### src/rtl/bcd_pkg.sv
package bcd_pkg;
  localparam int DIGIT_W = 4;
  typedef logic [DIGIT_W-1:0] bcd_digit_t;

  function automatic logic digit_illegal(input bcd_digit_t d);
    return d > 4'd9;
  endfunction
endpackage

### src/rtl/bcd_digit_add.sv
module bcd_digit_add
  import bcd_pkg::*;
(
  input  bcd_digit_t x,
  input  bcd_digit_t y,
  input  logic       ci,
  output bcd_digit_t s,
  output logic       co
);
  logic [DIGIT_W:0] raw;
  logic             fix;

  always_comb begin
    raw = {1'b0, x} + {1'b0, y} + {{DIGIT_W{1'b0}}, ci};
    // Binary carry or a value above nine both need the +6 skip.
    fix = (raw > 5'd9);
    s   = fix ? (raw[DIGIT_W-1:0] + 4'd6) : raw[DIGIT_W-1:0];
    co  = fix;
  end
endmodule

### src/rtl/bcd_nines.sv
module bcd_nines
  import bcd_pkg::*;
#(
  parameter int NDIG = 3,
  localparam int W = NDIG * DIGIT_W
) (
  input  logic         en,
  input  logic [W-1:0] din,
  output logic [W-1:0] dout
);
  for (genvar g = 0; g < NDIG; g++) begin : g_dig
    assign dout[g*DIGIT_W +: DIGIT_W] = en ? (4'd9 - din[g*DIGIT_W +: DIGIT_W])
                                           : din[g*DIGIT_W +: DIGIT_W];
  end
endmodule

### src/rtl/bcd_ripple.sv
module bcd_ripple
  import bcd_pkg::*;
#(
  parameter int NDIG = 3,
  localparam int W = NDIG * DIGIT_W
) (
  input  logic [W-1:0] x,
  input  logic [W-1:0] y,
  input  logic         ci,
  output logic [W-1:0] s,
  output logic         co
);
  logic [NDIG:0] cy;
  assign cy[0] = ci;

  for (genvar g = 0; g < NDIG; g++) begin : g_stage
    bcd_digit_add u_dig (
      .x  (x[g*DIGIT_W +: DIGIT_W]),
      .y  (y[g*DIGIT_W +: DIGIT_W]),
      .ci (cy[g]),
      .s  (s[g*DIGIT_W +: DIGIT_W]),
      .co (cy[g+1])
    );
  end

  assign co = cy[NDIG];
endmodule

### src/rtl/bcd_addsub3.sv
module bcd_addsub3
  import bcd_pkg::*;
#(
  parameter int NDIG = 3,
  localparam int W = NDIG * DIGIT_W
) (
  input  logic         clk,
  input  logic         rst,
  input  logic         op_sub,
  input  logic [W-1:0] a_bcd,
  input  logic [W-1:0] b_bcd,
  output logic [W-1:0] res_bcd,
  output logic         thousands,
  output logic         sign_neg,
  output logic         code_err
);
  localparam logic [W-1:0] ALL_NINES = {NDIG{4'd9}};

  logic [W-1:0] b_eff, sum1, sum2, sum1_c;
  logic         c1, c2, eac, neg_path;
  logic [2*NDIG-1:0] bad;

  // First pass: A plus B, or A plus the nines complement of B.
  bcd_nines #(.NDIG(NDIG)) u_bcomp (.en(op_sub), .din(b_bcd), .dout(b_eff));
  bcd_ripple #(.NDIG(NDIG)) u_pass1 (.x(a_bcd), .y(b_eff), .ci(1'b0), .s(sum1), .co(c1));

  // Second pass: end-around carry for a positive difference.
  assign eac = op_sub & c1;
  bcd_ripple #(.NDIG(NDIG)) u_pass2 (.x(sum1), .y('0), .ci(eac), .s(sum2), .co(c2));

  // Negative difference: the magnitude is the complement of the first pass.
  bcd_nines #(.NDIG(NDIG)) u_mcomp (.en(1'b1), .din(sum1), .dout(sum1_c));
  assign neg_path = op_sub & ~c1;

  for (genvar g = 0; g < NDIG; g++) begin : g_chk
    assign bad[2*g]   = digit_illegal(a_bcd[g*DIGIT_W +: DIGIT_W]);
    assign bad[2*g+1] = digit_illegal(b_bcd[g*DIGIT_W +: DIGIT_W]);
  end

  logic         err_n;
  logic [W-1:0] res_n;
  logic         th_n, sg_n;

  always_comb begin
    err_n = |bad;
    res_n = neg_path ? sum1_c : sum2;
    th_n  = ~op_sub & c1;
    // A first-pass sum of all nines is a zero difference, not a negative one.
    sg_n  = neg_path & (sum1 != ALL_NINES);
    if (err_n) begin
      res_n = '0;
      th_n  = 1'b0;
      sg_n  = 1'b0;
    end
  end

  always_ff @(posedge clk) begin
    if (rst) begin
      res_bcd   <= '0;
      thousands <= 1'b0;
      sign_neg  <= 1'b0;
      code_err  <= 1'b0;
    end else begin
      res_bcd   <= res_n;
      thousands <= th_n;
      sign_neg  <= sg_n;
      code_err  <= err_n;
    end
  end

  logic unused_c2;
  assign unused_c2 = c2;
endmodule

### config.mk
export PLATFORM = sky130hd
export DESIGN_NAME = bcd_addsub3
export DESIGN_NICKNAME = d
export VERILOG_FILES = /design/src/rtl/bcd_pkg.sv /design/src/rtl/bcd_digit_add.sv /design/src/rtl/bcd_nines.sv /design/src/rtl/bcd_ripple.sv /design/src/rtl/bcd_addsub3.sv
export SDC_FILE = /design/constraint.sdc
export NUM_CORES = 1
export LEC_CHECK = 0
export BUFFER_PORTS_ARGS = -buffer_cell sky130_fd_sc_hd__buf_2
export CAP_MARGIN = 20
export CORE_MARGIN = 2
export CORE_UTILIZATION = 63
export CTS_BUF_LIST = sky130_fd_sc_hd__clkbuf_8
export DETAILED_ROUTE_END_ITERATION = 6
export PLACE_DENSITY_LB_ADDON = 0.12
export SLEW_MARGIN = 20
export SYNTH_ARGS = -nofsm -noshare
export SYNTH_HDL_FRONTEND = slang
export SYNTH_SLANG_ARGS = --single-unit
### constraint.sdc
create_clock -name clk -period 20.4 [get_ports clk]
set_input_delay 1.02 -clock clk [delete_from_list [all_inputs] [get_ports clk]]
set_output_delay 1.02 -clock clk [all_outputs]
set_load 0.02 [all_outputs]
* Word-level counts from Yosys, hierarchy flattened
Index checks and enable logic that the tools add are counted.
** Storage, ports and cells
- Logic and storage cells :: 55
- Flip-flop bits (word level) :: 15
** Cells by class
- Add/sub/neg operators :: 20
- Eq/ne operators :: 1
- Bitwise logic cells :: 6
- Multiplexer cells :: 10
- Reductions and logical operators :: 2
- Order comparisons :: 12
** Operator list (count)
- 4-bit 2-to-1 mux :: 9
- 5-bit by 4-bit greater-than comparator with 1-bit output (second input constant) :: 6
- 4-bit by 3-bit adder with 4-bit output (second input constant) :: 6
- 4-bit greater-than comparator (second input constant) :: 6
- 4-bit subtractor (first input constant) :: 6
- 4-bit by 1-bit adder with 5-bit output :: 3
- 4-bit by 4-bit adder with 5-bit output :: 3
- 12-bit 2-to-1 mux :: 1
- 12-bit inequality test (second input constant) :: 1
- 5-bit by 1-bit adder with 5-bit output :: 2
- 7-bit OR reduction :: 1
- 6-bit OR reduction :: 1
- 1-bit bitwise AND :: 4
- 1-bit inverter :: 2

* Depth between registers and ports, before layout
- Depth in word-level cells :: 17
- Gate-level depth with buffers :: 55
- Gate-level depth less buffers :: 54

* Hierarchy
Synthesis repeated with hierarchy kept, for this count alone.
** Unflattened totals
- Cells, all modules :: 252
- Area total of the unflattened synthesis :: 2409.8 sq um
** Modules (own cells, without submodules)
- bcd_digit_add :: cells an instance 22, seq. area each 0.0 sq um, area an instance 211.5 sq um, times used 6
- bcd_addsub3 :: cells an instance 64, seq. area each 300.3 sq um, area an instance 743.2 sq um, times used 1
- bcd_nines :: cells an instance 28, seq. area each 0.0 sq um, area an instance 198.9 sq um, times used 2

* Worst setup path before layout
No wires, ideal clock.
- Kind :: input-to-reg
- Start point :: input op_sub
- End point :: register res_bcd[10]
- Library setup time :: 0.116 ns
- Cell stages on the path :: 53
- Required time :: 20.284 ns
- Slack :: 8.976 ns
- Buffers on the path :: 2
- Data arrival time :: 11.307 ns
- Cells stage by stage :: clkbuf_1 clkbuf_1 xor2_1 ha_1 inv_1 fa_1 xor2_1 ha_1 a21boi_0 o311ai_0 fa_1 fa_1 a21o_1 a21oi_1 o21ai_0 fa_1 fa_1 xor2_2 [... 17 more ...] ha_1 ha_1 xor2_1 ha_1 nand2_1 nand2_1 a21o_1 nand2_1 ha_1 ha_1 xnor2_1 ha_1 or2b_2 nand4b_1 and3_4 and3_1 o221ai_2 o211a_1
** Between the ends
- Cells in the longest elaborated chain, start to end :: 16
** RTL lines
- start: declaration :: line bcd_addsub3.sv:9 : input logic op_sub,
- 4-bit 2-to-1 mux :: line bcd_nines.sv:12 : assign dout[g*DIGIT_W +: DIGIT_W] = en ? (4'd9 - din[g*DIGIT_W +: DIGIT_W])
- 4-bit by 4-bit adder with 5-bit output :: line bcd_digit_add.sv:14 : raw = {1'b0, x} + {1'b0, y} + {{DIGIT_W{1'b0}}, ci};
- 5-bit by 4-bit greater-than comparator with 1-bit output :: line bcd_digit_add.sv:16 : fix = (raw > 5'd9);
- 5-bit by 1-bit adder with 5-bit output :: line bcd_digit_add.sv:14
- 5-bit by 4-bit greater-than comparator with 1-bit output :: line bcd_digit_add.sv:16
- 5-bit by 1-bit adder with 5-bit output :: line bcd_digit_add.sv:14
- 5-bit by 4-bit greater-than comparator with 1-bit output :: line bcd_digit_add.sv:16
- 1-bit bitwise AND :: line bcd_addsub3.sv:28 : assign eac = op_sub & c1;
- 4-bit by 1-bit adder with 5-bit output :: line bcd_digit_add.sv:14
- 5-bit by 4-bit greater-than comparator with 1-bit output :: line bcd_digit_add.sv:16
- 4-bit by 1-bit adder with 5-bit output :: line bcd_digit_add.sv:14
- 5-bit by 4-bit greater-than comparator with 1-bit output :: line bcd_digit_add.sv:16
- 4-bit by 1-bit adder with 5-bit output :: line bcd_digit_add.sv:14
- 4-bit by 3-bit adder with 4-bit output or 5-bit by 4-bit greater-than comparator with 1-bit output (tied branches) :: line bcd_digit_add.sv:17, bcd_digit_add.sv:16
- 4-bit 2-to-1 mux :: line bcd_digit_add.sv:17 : s = fix ? (raw[DIGIT_W-1:0] + 4'd6) : raw[DIGIT_W-1:0];
- 12-bit 2-to-1 mux (*) :: line bcd_addsub3.sv:46 : res_n = neg_path ? sum1_c : sum2;
- end signal: assignment :: line bcd_addsub3.sv:64 : res_bcd <= res_n;
- end: declaration :: line bcd_addsub3.sv:12 : output logic [W-1:0] res_bcd,
Every way passes the cells marked *; elsewhere a longest branch is shown, timed or not.
A chain may end at the register's enable or synchronous reset.

* Final worst setup path
Same ends and word-level chain as after synthesis.

==> impl_metrics.py <==
metrics = {
    "synthesis": {
        "synth_area_leaders": "ha_1, dfxtp_1, xnor2_1",
        "synth.most_common_cell": "ha_1",
        "synth_seq_cells": 15,
        "avgSynthCellArea_um2": 8.24,
        "synth_cells": 266,
        "syn_area_um2": 2190,
        "synth_edf_count": 0,
        "synth_top_area_share_pct": 19.4,
        "yosysSeqAreaShare_pct": 13.7,
        "synth_async_sr_flop_share_pct": 0,
        "ys_top_cells_by_count": "ha_1, inv_1, nand2_1, nor2_1, o21ai_0",
        "yosysUniqueCellTypes": 58,
        "syn-num-nets": 332,
        "ys.flop_type": "dfxtp_1",
        "ys_warn_count": 0,
        "yosys.area.top_type": "ha_1",
    },
    "clocking": {
        "cts_buffers": 3,
        "cts_setup_buffers": 0,
        "ctsHoldBuffers": 0,
        "htree_levels": 1,
        "cts_root_buf": "clkbuf_8",
        "cts_buffer_depth": 2,
        "clkSinkCount": 15,
        "tritoncts": "yes",
        "cts_resized": 0,
        "clk_pin_slew_ps": 70,
    },
    "die": {
        "die_area_um2": 3970,
        "core-area_um2": 3340,
        "start_util_pct": 65.7,
        "die_w_um": 63.0,
        "core.rowCount": 21,
        "io_pins": 42,
        "die_h_um": 63.0,
    },
    "placed_design": {
        "io_buffers": 41,
        "gp_congestion": 0.852,
        "hpwl_mm": 3.88,
        "place_area_um2": 2420,
        "placed_cells": 347,
    },
    "power": {
        "power_frac_clock_pct": 8.7,
        "power_frac_seq_pct": 10.3,
        "power_switching_mw": 0.153,
        "pwr-share-comb_pct": 81.0,
        "p_sw_share_pct": 51.2,
        "ir_worst_vdd_mv": 0.0456,
        "intPower_mw": 0.146,
        "power_mw": 0.299,
        "p_leak_nw": 1.22,
        "p_per_area_nw_per_um2": 121,
    },
    "sta": {
        "hold_ws_ps": 956,
        "relSlewSlack_pct": 32.7,
        "period_minus_slack_ps": 12450,
        "finalCritPeriodShare_pct": 61.0,
        "fmax_mhz": 80.3,
        "finalHoldViolCount": 0,
        "tightest_slew_ps": 1000,
        "setup_tns_ps": 0,
        "finalMaxSlewViolations": 0,
        "rsz0062_at_grt": "no",
        "final-setup-viol-count": 0,
    },
    "cells_and_area": {
        "drive_gt1_share_pct": 20.7,
        "fin_cells": 351,
        "syn2layout_area_growth_pct": 12.6,
        "n_antenna_cell": 0,
        "nNetsFinal": 372,
        "finalInstanceArea_um2": 2470,
    },
    "setup_path": {
        "worstPathRequired_ps": 20550,
        "start_kind": "input pin",
        "crit_path_end_kind": "register",
        "max_stage_delay_ps": 500,
        "critPathTopFamily": "adder cells",
        "crit_type": "in -> reg",
        "crit_path_top_delay_cell": "fa_1",
        "worst-path-buf-inv": 5,
        "cp_max_fo": 18,
        "worst_ep_arrival_time_ps": 12600,
        "cp_common_cell": "ha_1",
    },
    "routing": {
        "ant_nets": 0,
        "wl_mm": 4.70,
        "via_per_inst": 5.78,
        "wl_per_cell_um": 13.4,
        "drc": 0,
        "via_count": 2030,
        "initialDrtViolationCount": 118,
        "first_pass_iters": 4,
    },
    "global_routing": {
        "grt_pass1_vias": 2036,
        "grt_max_degree": 21,
        "grt_pass1_wl_mm": 8.78,
        "track_usage_pct": 26.7,
        "antenna_found_initial": 0,
        "grt-ovfl-total": 0,
    },
    "job": {
        "drv_cap": 0,
    },
    "outcome": {
        "status": "finished clean",
    },
    "worst_hold_path": {
        "hold_path.class": "in -> reg",
    },
}
-- through the flow --
step | utilization, % | worst slack (ps)
after floorplan | - | 8980
after global placement | 72.5 | 8160
after detailed placement | 72.5 | 7790
after CTS | 73.9 | 8060
after global routing | 73.9 | 6840
final | 73.9 | 7950
-- power groups by stage --
stage | sequential, mW | combinational [mW] | clock [mW]
2_1_floorplan | 0.0333 | 0.191 | 0
3_3_place_gp | 0.0315 | 0.229 | 0
3_5_place_dp | 0.0315 | 0.237 | 0
4_1_cts | 0.0308 | 0.239 | 0.0260
5_1_grt | 0.0309 | 0.272 | 0.0274
6_report | 0.0308 | 0.242 | 0.0260
-- path summary, 6_finish.rpt --
check                   from           to  slack (ps)  cells after the start
worst max-delay path  op_sub  res_bcd[10]        7950                     52
worst min-delay path     rst     code_err         960                      2
-- sequential cells by signal, indices dropped and copies added, names as in the netlist --
| register | cells |
|---|---|
| res_bcd | 12 |
| thousands | 1 |
| sign_neg | 1 |
| code_err | 1 |
-- routing by layer --
layer,track usage (%),wire (µm)
met2,47.7,2280
met5,0,0
met3,2.88,230
met1,32.4,2070
met4,10.3,121
-- cell usage in the layout, fill, tap and decap left out, types with 2 or more instances in the layout --
cell type / n
a211o_1: 3
a211oi_1: 2
a21o_1: 8
a21oi_1: 13
a21oi_2: 2
a31o_1: 3
a31oi_1: 2
and3_1: 3
and3_4: 2
buf_2: 41
clkbuf_8: 3
dfxtp_1: 15
fa_1: 5
ha_1: 34
inv_1: 24
mux2i_1: 2
nand2_1: 21
nand3_1: 7
nand3b_1: 2
nand4_1: 4
nand4b_1: 2
nor2_1: 21
nor2b_1: 4
nor3_1: 4
nor4_1: 2
o211a_1: 3
o21ai_0: 16
o221ai_1: 2
o22ai_1: 2
xnor2_1: 14
xor2_1: 11
xor2_2: 2
-- kinds of logic after synthesis --
family	Yosys count	synth area share, %
multiplexers	4	2.05
XOR/XNOR	27	11.5
AND/OR/NAND/NOR	81	19.6
AO/OA/AOI/OAI	69	23.3
buffers and inverters	31	5.94
flip-flops	15	13.7
adder cells (fa/ha/maj)	39	24.0
-- final cells by class --
| type | count | area (µm²) |
|---|---|---|
| clock inverter | 1 | 7.51 |
| tap | 46 | 57.6 |
| multi-input combinational | 220 | 1760 |
| fill | 294 | 870 |
| clock buffer | 3 | 41.3 |
| timing repair buffer | 41 | 205 |
| inverter | 25 | 93.8 |
| sequential | 15 | 300 |
No activity file was read; power rests on OpenSTA's default activity.
